===== src/rtl/exc_pkg.sv =====
package exc_pkg;

    localparam int XLEN = 32;

    typedef logic [XLEN-1:0] word_t;

    typedef struct packed {
        word_t pc;
        word_t status;
        word_t cause;
        word_t epc;
        logic  redirect;
    } cp0_state_t;

endpackage


===== src/rtl/exc_irq_gate.sv =====
module exc_irq_gate #(
    parameter int IRQ_W = 11
) (
    input  logic [IRQ_W-1:0] irq_status,
    input  logic [IRQ_W-1:0] irq_mask,
    input  logic             gate_line,
    input  logic             gate_global,
    output logic             irq_hit
);
    logic [IRQ_W-1:0] active;

    always_comb begin
        active  = irq_status & irq_mask;
        irq_hit = (|active) & gate_line & gate_global;
    end

endmodule


===== src/rtl/exc_select.sv =====
module exc_select
    import exc_pkg::*;
#(
    parameter word_t INT_CODE = 32'h0000_0400
) (
    input  logic  exc_req,
    input  word_t exc_code,
    input  logic  irq_hit,
    output logic  take,
    output word_t code_sel
);
    always_comb begin
        take     = exc_req | irq_hit;
        code_sel = exc_req ? exc_code : INT_CODE;
    end

endmodule


===== src/rtl/exc_entry_calc.sv =====
module exc_entry_calc
    import exc_pkg::*;
#(
    parameter int    STK_W     = 6,
    parameter int    PUSH      = 2,
    parameter int    BEV_BIT   = 22,
    parameter int    BD_BIT    = 31,
    parameter word_t KEEP_MASK = 32'h0000_0300,
    parameter word_t PC_STEP   = 32'd4,
    parameter word_t VEC_BOOT  = 32'hBFC0_0180,
    parameter word_t VEC_NORM  = 32'h8000_0080
) (
    input  word_t status_q,
    input  word_t cause_q,
    input  word_t code_sel,
    input  logic  in_delay,
    input  word_t cur_pc,
    output word_t status_new,
    output word_t cause_new,
    output word_t epc_new,
    output word_t vector
);
    localparam word_t BD_MASK = word_t'(1) << BD_BIT;

    always_comb begin
        cause_new = (cause_q & KEEP_MASK) | code_sel;
        if (in_delay) begin
            cause_new = cause_new | BD_MASK;
            epc_new   = cur_pc - PC_STEP;
        end else begin
            epc_new   = cur_pc;
        end
        vector     = status_q[BEV_BIT] ? VEC_BOOT : VEC_NORM;
        status_new = {status_q[XLEN-1:STK_W], status_q[STK_W-PUSH-1:0], {PUSH{1'b0}}};
    end

endmodule


===== src/rtl/exc_entry_unit.sv =====
module exc_entry_unit
    import exc_pkg::*;
#(
    parameter int    IRQ_W       = 11,
    parameter int    STK_W       = 6,
    parameter int    PUSH        = 2,
    parameter int    BEV_BIT     = 22,
    parameter int    BD_BIT      = 31,
    parameter int    GATE_LINE   = 10,
    parameter int    GATE_GLOBAL = 0,
    parameter word_t KEEP_MASK   = 32'h0000_0300,
    parameter word_t INT_CODE    = 32'h0000_0400,
    parameter word_t PC_STEP     = 32'd4,
    parameter word_t VEC_BOOT    = 32'hBFC0_0180,
    parameter word_t VEC_NORM    = 32'h8000_0080,
    parameter word_t RESET_PC    = 32'hBFC0_0000,
    parameter word_t RESET_STAT  = 32'h1090_0000,
    parameter word_t PRID_VALUE  = 32'h0000_0002
) (
    input  logic             clk,
    input  logic             rst_n,
    input  logic             exc_req,
    input  logic [31:0]      exc_code,
    input  logic             exc_in_delay,
    input  logic [31:0]      cur_pc,
    input  logic [IRQ_W-1:0] irq_status,
    input  logic [IRQ_W-1:0] irq_mask,
    input  logic             sw_status_we,
    input  logic             sw_cause_we,
    input  logic [31:0]      sw_wdata,
    output logic [31:0]      pc_o,
    output logic             redirect_o,
    output logic [31:0]      status_o,
    output logic [31:0]      cause_o,
    output logic [31:0]      epc_o,
    output logic [31:0]      prid_o
);
    localparam word_t BD_MASK   = word_t'(1) << BD_BIT;
    localparam word_t CODE_ONLY = ~(KEEP_MASK | BD_MASK);

    cp0_state_t state_d, state_q;

    logic  irq_hit;
    logic  take;
    word_t code_sel;
    word_t status_new, cause_new, epc_new, vector;

    exc_irq_gate #(.IRQ_W(IRQ_W)) u_gate (
        .irq_status (irq_status),
        .irq_mask   (irq_mask),
        .gate_line  (state_q.status[GATE_LINE]),
        .gate_global(state_q.status[GATE_GLOBAL]),
        .irq_hit    (irq_hit)
    );

    exc_select #(.INT_CODE(INT_CODE)) u_sel (
        .exc_req (exc_req),
        .exc_code(exc_code),
        .irq_hit (irq_hit),
        .take    (take),
        .code_sel(code_sel)
    );

    exc_entry_calc #(
        .STK_W    (STK_W),
        .PUSH     (PUSH),
        .BEV_BIT  (BEV_BIT),
        .BD_BIT   (BD_BIT),
        .KEEP_MASK(KEEP_MASK),
        .PC_STEP  (PC_STEP),
        .VEC_BOOT (VEC_BOOT),
        .VEC_NORM (VEC_NORM)
    ) u_calc (
        .status_q  (state_q.status),
        .cause_q   (state_q.cause),
        .code_sel  (code_sel),
        .in_delay  (exc_in_delay),
        .cur_pc    (cur_pc),
        .status_new(status_new),
        .cause_new (cause_new),
        .epc_new   (epc_new),
        .vector    (vector)
    );

    always_comb begin
        state_d          = state_q;
        state_d.redirect = 1'b0;
        if (take) begin
            state_d.pc       = vector;
            state_d.status   = status_new;
            state_d.cause    = cause_new;
            state_d.epc      = epc_new;
            state_d.redirect = 1'b1;
        end else begin
            if (sw_status_we) state_d.status = sw_wdata;
            if (sw_cause_we)  state_d.cause  = sw_wdata;
        end
    end

    always_ff @(posedge clk or negedge rst_n) begin
        if (!rst_n) begin
            state_q.pc       <= RESET_PC;
            state_q.status   <= RESET_STAT;
            state_q.cause    <= '0;
            state_q.epc      <= '0;
            state_q.redirect <= 1'b0;
        end else begin
            state_q <= state_d;
        end
    end

    assign pc_o       = state_q.pc;
    assign redirect_o = state_q.redirect;
    assign status_o   = state_q.status;
    assign cause_o    = state_q.cause;
    assign epc_o      = state_q.epc;
    assign prid_o     = PRID_VALUE;

    a_r2_keep_sw_bits: assert property (@(posedge clk) disable iff (!rst_n)
        take |=> ((cause_o & KEEP_MASK) == (($past(cause_o) | $past(code_sel)) & KEEP_MASK)));

    a_r3_delay_slot: assert property (@(posedge clk) disable iff (!rst_n)
        (take && exc_in_delay) |=> (epc_o == $past(cur_pc) - PC_STEP) && cause_o[BD_BIT]);

    a_r4_vector: assert property (@(posedge clk) disable iff (!rst_n)
        take |=> (pc_o == ($past(status_o[BEV_BIT]) ? VEC_BOOT : VEC_NORM)));

    a_r5_stack_push: assert property (@(posedge clk) disable iff (!rst_n)
        take |=> (status_o[STK_W-1:0] == {$past(status_o[STK_W-PUSH-1:0]), {PUSH{1'b0}}})
                 && (status_o[XLEN-1:STK_W] == $past(status_o[XLEN-1:STK_W])));

    a_r6_irq_enters: assert property (@(posedge clk) disable iff (!rst_n)
        (irq_hit && !exc_req) |=> redirect_o && ((cause_o & CODE_ONLY) == (INT_CODE & CODE_ONLY)));

    a_r7_request_wins: assert property (@(posedge clk) disable iff (!rst_n)
        exc_req |=> redirect_o && ((cause_o & CODE_ONLY) == ($past(exc_code) & CODE_ONLY)));

    a_r8_idle_hold: assert property (@(posedge clk) disable iff (!rst_n)
        !take |=> !redirect_o && $stable(pc_o) && $stable(epc_o));

endmodule


===== config.mk =====
export PLATFORM = sky130hd
export DESIGN_NAME = exc_entry_unit
export DESIGN_NICKNAME = d
export VERILOG_FILES = /design/src/rtl/exc_pkg.sv /design/src/rtl/exc_irq_gate.sv /design/src/rtl/exc_select.sv /design/src/rtl/exc_entry_calc.sv /design/src/rtl/exc_entry_unit.sv
export SDC_FILE = /design/constraint.sdc
export NUM_CORES = 1
export LEC_CHECK = 0
export BUFFER_PORTS_ARGS = -buffer_cell sky130_fd_sc_hd__buf_2
export CORE_AREA = 2 2 110 112
export DETAILED_ROUTE_END_ITERATION = 16
export DIE_AREA = 0 0 112 114
export GPL_ROUTABILITY_DRIVEN = 0
export PLACE_DENSITY_LB_ADDON = 0.2
export SLEW_MARGIN = 10
export SYNTH_ARGS = -nofsm -noshare
export SYNTH_HDL_FRONTEND = slang
export SYNTH_SLANG_ARGS = --single-unit

===== constraint.sdc =====
create_clock -name clk -period 2.85 [get_ports clk]
set_input_delay 0.1425 -clock clk [delete_from_list [all_inputs] [get_ports clk]]
set_output_delay 0.1425 -clock clk [all_outputs]
set_load 0.1 [all_outputs]

After elaboration in Yosys (flattened, before gate mapping)
Index checks and enable logic that the tools add are counted.
- register bits after elaboration: 129
- output and inout bits: 161
- word-level logic and storage cells: 25
- add/subtract/negate cells: 1
- multiplexer cells: 8
- bitwise logic cells: 6
- reductions and logical operators: 4
- operators by type and width (kind ; number):
    two-way mux 32 bit ; 4
    two-way mux 38 bit ; 1
    OR 10 x 32 -> 32 bit ; 1
    subtractor 32 x 3 -> 32 bit (second input constant) ; 1
    two-way mux 30 bit ; 1
    AND 11 bit ; 1
    OR reduction 11 bit ; 1
    two-way mux 6 bit ; 1
    nonzero test 2 bit ; 2
    AND 1 bit ; 2
    AND reduction 2 bit ; 1
    two-way mux 1 bit ; 1
    inverter 1 bit ; 1
    OR 1 bit ; 1

Depth between registers and ports, before layout
Gate-level depths: netlist of run 1.
- word-level depth: 7
- depth in mapped cells: 8
- mapped depth without buffers: 7

By module
From an unflattened synthesis of run 1, not the netlist that was laid out.
- cell total of the unflattened synthesis: 683
- area, all modules: 7514.7 sq um
- modules (own cells, without submodules) (module ; instances ; cells each ; area each (sq um)):
    exc_entry_unit ; 1 ; 448 ; 5833.1
    exc_entry_calc ; 1 ; 191 ; 1363.8
    exc_select ; 1 ; 36 ; 261.5
    exc_irq_gate ; 1 ; 8 ; 56.3

Least setup slack after synthesis of run 1
Ideal clock, no wire load.
- path kind: input to register
- from: in irq_status[1]
- to: reg state_q (netlist bit status_o[22])
- setup time: 126 ps
- data arrival time: 1479 ps
- required time: 2724 ps
- path slack: 1245 ps
- stages: 7
- cell sequence: a222oi_1 -> nand2_1 -> o22ai_2 -> buf_6 -> nand2_4 -> buf_6 -> mux2_4
- longest elaborated chain between the ends: 7
- RTL lines (item ; line ; RTL):
    start: declaration ; exc_entry_unit.sv:26 ; input logic [IRQ_W-1:0] irq_status,
    AND 11 bit ; exc_irq_gate.sv:13 ; active = irq_status & irq_mask;
    OR reduction 11 bit ; exc_irq_gate.sv:14 ; irq_hit = (|active) & gate_line & gate_global;
    AND 1 bit (2 in a row) ; exc_irq_gate.sv:14 ;
    OR 1 bit ; exc_select.sv:13 ; take = exc_req | irq_hit;
    inverter 1 bit (no line) ; -- ;
    AND reduction 2 bit (no line) ; -- ;
    end signal: assignment ; exc_entry_unit.sv:108 ; state_q <= state_d;
    end: declaration ; exc_entry_unit.sv:41 ; cp0_state_t state_d, state_q;
No other way between the ends.
A chain may end at the register's enable or synchronous reset.

Final worst setup path of run 1
- from: reg state_q (netlist bit status_o[0])
- to: reg state_q (netlist bit epc_o[1])
- longest elaborated chain between the ends: 2
- RTL lines (item ; line):
    AND 1 bit ; exc_irq_gate.sv:14
    OR 1 bit ; exc_select.sv:13
No other way between the ends.

==> results.sh, run 1 <==
export IMPL_clock_tree_root_cell="clkbuf_16"
export IMPL_die_h_um=114
export IMPL_ys_async_sr_fraction_pct=100.0
export IMPL_final_slew_violations=0
export IMPL_sequentialPowerShare_pct=30.5
export IMPL_ctsResizeCount=0
export IMPL_crit_fanout=52
export IMPL_layout_drive_gt1_share_pct=42.13
export IMPL_fin_worst_skew_ns=0.005392
export IMPL_vdd_drop_max_uv=656.2
export IMPL_cp_data_required_time_ns=3.08
export IMPL_sequential_to_total_area_share_from_yosys_stat_pct=47.51
export IMPL_grt_max_degree=53
export IMPL_layout_area_overhead_vs_synth_pct=24.68
export IMPL_postLayoutCellArea_mm2=0.006580
export IMPL_num_rows=40
export IMPL_drt_antenna_violating_nets=0
export IMPL_drt_wirelength_um=13040
export IMPL_antenna_cells=0
export IMPL_timing_critical_path_cells="and2_1, o22ai_4, buf_4, mux2_2"
export IMPL_net_switching_power_mw=2.947
export IMPL_track_usage_pct=20.26
export IMPL_timing_max_cap_violations=0
export IMPL_top_level_ports=285
export IMPL_postPlaceCellArea_mm2=0.006264
export IMPL_critPathMaxStageDelay_ns=0.47
export IMPL_setup_violations_final=0
export IMPL_cellInternalPower_mw=2.719
export IMPL_grt_pass1_vias=4076
export IMPL_cts_setup_buffers=0
export IMPL_ys_dominant_reg_cell="dfrtp_1"
export IMPL_route_vias_total=4147
export IMPL_fp_dieW_um=112
export IMPL_critical_path_n_buffers_inverters=1
export IMPL_combinationalPowerShare_pct=47.2
export IMPL_fillers=1066
export IMPL_ys_seq_elements=100
export IMPL_hold_buffers=1
export IMPL_power_share_switching_pct=52.01
export IMPL_synthTopCellsByArea="dfrtp_1 46%, buf_4 9.0%, mux2i_1 7.0%"
export IMPL_end_kind="register"
export IMPL_relSlewSlack_pct=56.51
export IMPL_ys_warn_count=0
export IMPL_cts_root_to_sink_buffers=2
export IMPL_hpwl_um=9892
export IMPL_die_area_mm2=0.01277
export IMPL_worstSetupPathType="reg2reg"
export IMPL_crit_family="buffers and inverters"
export IMPL_fin_setup_tns_ns=0
export IMPL_min_period_ns=1.849
export IMPL_timing_fmax_mhz=540.9
export IMPL_crit_path_start_kind="register"
export IMPL_clock_sinks=100
export IMPL_globalRouteOverflowTotal=0
export IMPL_yosysTopAreaCellShare_pct=45.52
export IMPL_timing_critical_path_arrival_ns=2.08
export IMPL_hp_class="in2reg"
export IMPL_drt_first_pass_iters=5
export IMPL_power_static_leakage_nw=3.344
export IMPL_worst_reg_to_reg_setup_slack_ns=1.00
export IMPL_mappedNetlistArea_mm2=0.005278
export IMPL_crit_slowest_cell="buf_4"
export IMPL_rsz_0062_raised_after_global_routing="no"
export IMPL_outcome="complete, no violations"
export IMPL_cts_htree_levels=3
export IMPL_worstReg2RegStart="status_o[0]"
export IMPL_worstHoldStart="exc_code[2]"
export IMPL_synth_area_per_cell_um2=10.68
export IMPL_grt_pass1_wl_um=20670
export IMPL_total_drc_errors_in_the_routed_layout=0
export IMPL_numCtsBuffers=9
export IMPL_crit_reg2reg_capture="epc_o[1]"
export IMPL_min_period_over_period_pct=64.87
export IMPL_postSynthCellCount=494
export IMPL_most_used_standard_cell_by_instance_count_after_synthesis="dfrtp_1"
export IMPL_tightest_pin_transition_ns=0.6524
export IMPL_hold_viol=0
export IMPL_initialDrtViolationCount=236
export IMPL_r2r_worst_path_cells=4
export IMPL_synth_enable_flop_cells=0
export IMPL_clock_power_share_pct=22.3
export IMPL_count_of_cells_along_the_worst_hold_path=3
export IMPL_grt_antenna_before_repair=0
export IMPL_per_cell_routed_wire_length_um=15.18
export IMPL_final_net_count=832
export IMPL_power_per_cell_area_mw_per_mm2=861.0
export IMPL_synth_cell_types=49
export IMPL_tritoncts="yes"
export IMPL_area_leader_netlist="dfrtp_1"
export IMPL_io_buffer_count=230
export IMPL_clk_insertion_delay_late_ns=0.34
export IMPL_clk_transition_reported_paths_ns=0.07
export IMPL_placeableCoreArea_mm2=0.01171
export IMPL_vias_per_cell=4.828
export IMPL_ys_top_cells_by_count="96 x dfrtp_1, 67 x nand2_1, 63 x buf_4, 55 x o21ai_0, 37 x mux2i_1"
export IMPL_initial_core_util_pct=45.06
export IMPL_worstHoldEndpoint="cause_o[2]"
==> cells by family after synthesis <==
group / count (synthesis) / share of synthesized area (%)
other: 2 / 0.1423
buffers and inverters: 93 / 12.02
xor gates and xnor gates: 29 / 4.813
DFF: 100 / 47.51
adders and majority gates: 1 / 0.2370
muxes: 69 / 15.27
and+or+nand+nor: 126 / 12.30
AOI/OAI and AO/OA: 74 / 7.705
==> layer usage <==
metal / part of all wire (%) / vias to the layer above / GRT usage [%]
met4: 1.5 / 0 / 6.504
met1: 42 / 1953 / 25.29
met2: 48 / 178 / 34.38
li1: - / 2001 / -
met3: 8.8 / 15 / 5.632
met5: 0 / - / 0
==> cells in the final DEF, fill, tap and decap left out, types with 6 or more instances in the layout <==
cell type  count
clkbuf_16      9
o21ai_0       55
mux2_4        20
nor3_1         6
xnor2_1       14
mux2i_1       37
xor2_1        15
buf_4          6
dfrtp_1       96
conb_1        54
buf_2        229
nand2_1       67
nor4_1         7
nor2_1        13
mux2_2        12
==> tightest hold or removal path, stage by stage <==
cell,delay (ns)
buf_2,0.07
nand2_1,0.04
o21ai_0,0.05
==> power groups by stage <==
stage	registers, mW	logic (mW)	clock network [mW]
after floorplan	3.12	0.959	0
after global placement	1.75	2.67	0
after detailed placement	1.75	2.69	0
after CTS	1.73	2.69	1.30
after global routing	1.75	2.77	1.36
final	1.73	2.68	1.26
==> state kept, by name (all words and copies together), names as in the netlist <==
name and flops:
cause_o 32, epc_o 32, pc_o 3, redirect_o 1, status_o 32
==> through the flow <==
step / setup slack, ns / util [%] / hold WS (ns) / instances / total power, mW
4_1_cts: 0.9820 / 56.19 / 0.0006186 / 859 / 5.718
3_3_place_gp: 0.7598 / 53.48 / 0.2062 / 842 / 4.417
6_report: 1.001 / 56.19 / 0.009670 / 859 / 5.666
3_5_place_dp: 0.7032 / 53.48 / 0.2154 / 842 / 4.440
5_1_grt: 0.9013 / 56.19 / 0.01027 / 859 / 5.877
2_1_floorplan: 1.245 / - / -0.1531 / 546 / 4.080
==> cell type report <==
| class | count | area, um2 | share of cell area [%] |
|---|---|---|---|
| timing repair buffer | 237 | 1221 | 18.56 |
| tap | 147 | 183.9 | 2.795 |
| multi-input combinational | 353 | 2338 | 35.54 |
| inverter | 6 | 22.52 | 0.3423 |
| clock inverter | 7 | 81.33 | 1.236 |
| sequential | 100 | 2507 | 38.11 |
| clock buffer | 9 | 225.2 | 3.423 |
==> how the worst max path moves through the flow <==
stage              endpoint  depth (start not counted)  slack (ns)     startpoint
2_1_floorplan  status_o[22]                          7        1.25  irq_status[1]
3_3_place_gp       epc_o[1]                          6        0.76  irq_status[1]
3_5_place_dp       epc_o[1]                          6        0.70  irq_status[1]
4_1_cts            epc_o[1]                          4        0.98    status_o[0]
5_1_grt            epc_o[0]                          4        0.90    status_o[0]
6_report           epc_o[1]                          4        1.00    status_o[0]
No activity file was read; power rests on OpenSTA's default activity.
==> run 2, diff against run 1 <==
--- a/config.mk
+++ b/config.mk
@@ -6,9 +6,9 @@
 export NUM_CORES = 1
 export LEC_CHECK = 0
 export BUFFER_PORTS_ARGS = -buffer_cell sky130_fd_sc_hd__buf_2
-export CORE_AREA = 2 2 110 112
+export CORE_MARGIN = 2
+export CORE_UTILIZATION = 45
 export DETAILED_ROUTE_END_ITERATION = 16
-export DIE_AREA = 0 0 112 114
 export GPL_ROUTABILITY_DRIVEN = 0
 export PLACE_DENSITY_LB_ADDON = 0.2
 export SLEW_MARGIN = 10
==> constraint.sdc (replaced) <==
create_clock -name clk -period 1.75 [get_ports clk]
set_input_delay 0.0875 -clock clk [delete_from_list [all_inputs] [get_ports clk]]
set_output_delay 0.0875 -clock clk [all_outputs]
set_load 0.1 [all_outputs]
==> run 2 against run 1 <==
  * Setup slack got worse by 0.83 ns
  * Core utilization is 7.4 points higher
  * Final area grew 10%
  * Die area shrank 1.2%
  * Clock-buffer cell count is 3 higher
  * Non-clock buffer count rose by 69
  * Hold slack better by 0.0063 ns
  * Critical path depth stayed put
  * Global-route usage is 2.9 points higher
  * Clock skew up 0.0024 ns
  * Via count is 9.2% higher
==> results.sh, run 2 (synthesis results as in run 1) <==
export IMPL_worstSetupPathType="reg2reg"
export IMPL_fin_worst_skew_ns=0.007743
export IMPL_r2r_worst_path_cells=4
export IMPL_total_drc_errors_in_the_routed_layout=0
export IMPL_sequentialPowerShare_pct=30.4
export IMPL_cellInternalPower_mw=4.517
export IMPL_power_static_leakage_nw=3.642
export IMPL_fp_dieW_um=112.3
export IMPL_end_kind="register"
export IMPL_io_buffer_count=230
export IMPL_rsz_0062_raised_after_global_routing="no"
export IMPL_power_per_cell_area_mw_per_mm2=1279
export IMPL_initialDrtViolationCount=389
export IMPL_die_area_mm2=0.01261
export IMPL_crit_path_start_kind="register"
export IMPL_min_period_over_period_pct=90.27
export IMPL_final_slew_violations=0
export IMPL_antenna_cells=0
export IMPL_min_period_ns=1.580
export IMPL_fin_setup_tns_ns=0
export IMPL_grt_max_degree=41
export IMPL_per_cell_routed_wire_length_um=15.75
export IMPL_clock_power_share_pct=20.9
export IMPL_globalRouteOverflowTotal=0
export IMPL_placeableCoreArea_mm2=0.01142
export IMPL_cts_setup_buffers=0
export IMPL_vdd_drop_max_uv=1160
export IMPL_crit_family="flip-flops"
export IMPL_hold_viol=0
export IMPL_initial_core_util_pct=46.22
export IMPL_cp_data_required_time_ns=1.98
export IMPL_clock_sinks=100
export IMPL_place_worst_setup_slack_ns=0.01054
export IMPL_hpwl_um=10510
export IMPL_die_h_um=112.3
export IMPL_clock_tree_root_cell="clkbuf_16"
export IMPL_grt_pass1_wl_um=23230
export IMPL_timing_critical_path_cells="and2_1, o22ai_4, buf_4, mux2_2"
export IMPL_worst_reg_to_reg_setup_slack_ns=0.17
export IMPL_crit_slowest_cell="dfrtp_1"
export IMPL_worstReg2RegStart="status_o[0]"
export IMPL_clk_insertion_delay_late_ns=0.35
export IMPL_layout_drive_gt1_share_pct=39.69
export IMPL_cts_root_to_sink_buffers=2
export IMPL_drt_wirelength_um=14550
export IMPL_final_net_count=901
export IMPL_most_common_layout_cells="229 x buf_2, 96 x dfrtp_1, 67 x nand2_1, 57 x dlygate4sd3_1, 55 x o21ai_0"
export IMPL_drt_antenna_violating_nets=0
export IMPL_numCtsBuffers=9
export IMPL_combinationalPowerShare_pct=48.7
export IMPL_tightest_pin_transition_ns=0.5312
export IMPL_worstHoldStart="sw_wdata[20]"
export IMPL_outcome="complete, no violations"
export IMPL_postLayoutCellArea_mm2=0.007263
export IMPL_worstHoldEndpoint="status_o[20]"
export IMPL_critPathMaxStageDelay_ns=0.42
export IMPL_track_usage_pct=23.15
export IMPL_timing_max_cap_violations=0
export IMPL_tritoncts="yes"
export IMPL_mostFrequentLayoutCell="buf_2"
export IMPL_setup_violations_final=0
export IMPL_critical_path_n_buffers_inverters=1
export IMPL_setup_ws_ns=0.1702
export IMPL_top_level_ports=285
export IMPL_clk_transition_reported_paths_ns=0.07
export IMPL_drt_first_pass_iters=4
export IMPL_route_vias_total=4528
export IMPL_count_of_cells_along_the_worst_hold_path=2
export IMPL_hp_class="in2reg"
export IMPL_crit_fanout=12
export IMPL_crit_reg2reg_capture="epc_o[1]"
export IMPL_vias_per_cell=4.900
export IMPL_power_share_switching_pct=51.39
export IMPL_grt_antenna_before_repair=0
export IMPL_cp_depth=4
export IMPL_timing_fmax_mhz=633.0
export IMPL_grt_pass1_vias=4593
export IMPL_num_rows=39
export IMPL_layout_area_overhead_vs_synth_pct=37.62
export IMPL_relSlewSlack_pct=64.83
export IMPL_cts_htree_levels=3
export IMPL_net_switching_power_mw=4.774
export IMPL_timing_critical_path_arrival_ns=1.81
export IMPL_postPlaceCellArea_mm2=0.006406
[run 2: changes by cell type in the layout (fill, tap and decap cells not counted), moves of 2 or more]
cell | previous run | this run
clkinvlp_4 | 0 | 2
buf_12 | 1 | 5
dlygate4sd3_1 | 1 | 57
buf_4 | 6 | 15
inv_6 | 3 | 0
clkbuf_1 | 0 | 3
[run 2: layout make-up]
type                    count  area [um2]
clock inverters             4       50.05
multi-input cells         353        2338
inverters                   6       22.52
clock buffers              12       236.5
fillers                   935        4155
repair buffers            306        1929
flip-flops and latches    100        2507
well taps                 143       178.9
[run 2: worst max-delay path by stage]
stage	startpoint	endpoint	slack, ns
2_1_floorplan	irq_status[1]	status_o[22]	0.20
3_3_place_gp	irq_status[1]	epc_o[1]	0.04
3_5_place_dp	irq_status[1]	epc_o[1]	0.01
4_1_cts	status_o[0]	cause_o[11]	0.14
5_1_grt	status_o[0]	cause_o[11]	0.04
6_report	status_o[0]	epc_o[1]	0.17
[run 2: what timing repair did]
item	in CTS	in global routing
hold buffers	57	0
endpoints found under the hold margin	90	0
gates resized for setup	0	0
[run 2: per-layer routing]
metal  track usage (%)  routed length, um  vias to the layer above  share of wire, %
met5                 0                  0                        -                 0
met4             9.512                345                        0               2.4
met3             6.102               1252                       28               8.6
met2             39.88               7272                      211                50
met1             27.58               5681                     2148                39
li1                  -                  -                     2141                 -
[run 2: metrics by stage]
stage,std cells,util (%),power (mW),hold WS (ns)
after floorplan,546,-,6.644,-0.2081
after CTS,924,63.61,9.340,0.003628
after global routing,924,63.61,9.625,0.005835
after detailed placement,851,56.10,7.280,0.09230
after global placement,851,56.10,7.245,0.08630
final,924,63.61,9.291,0.01596
[run 2: power groups by stage]
stage | Sequential, mW | Combinational, mW | Clock, mW
6_report | 2.83 | 4.52 | 1.94
5_1_grt | 2.86 | 4.66 | 2.10
4_1_cts | 2.82 | 4.52 | 2.00
3_5_place_dp | 2.86 | 4.42 | 0
3_3_place_gp | 2.85 | 4.40 | 0
2_1_floorplan | 5.08 | 1.56 | 0
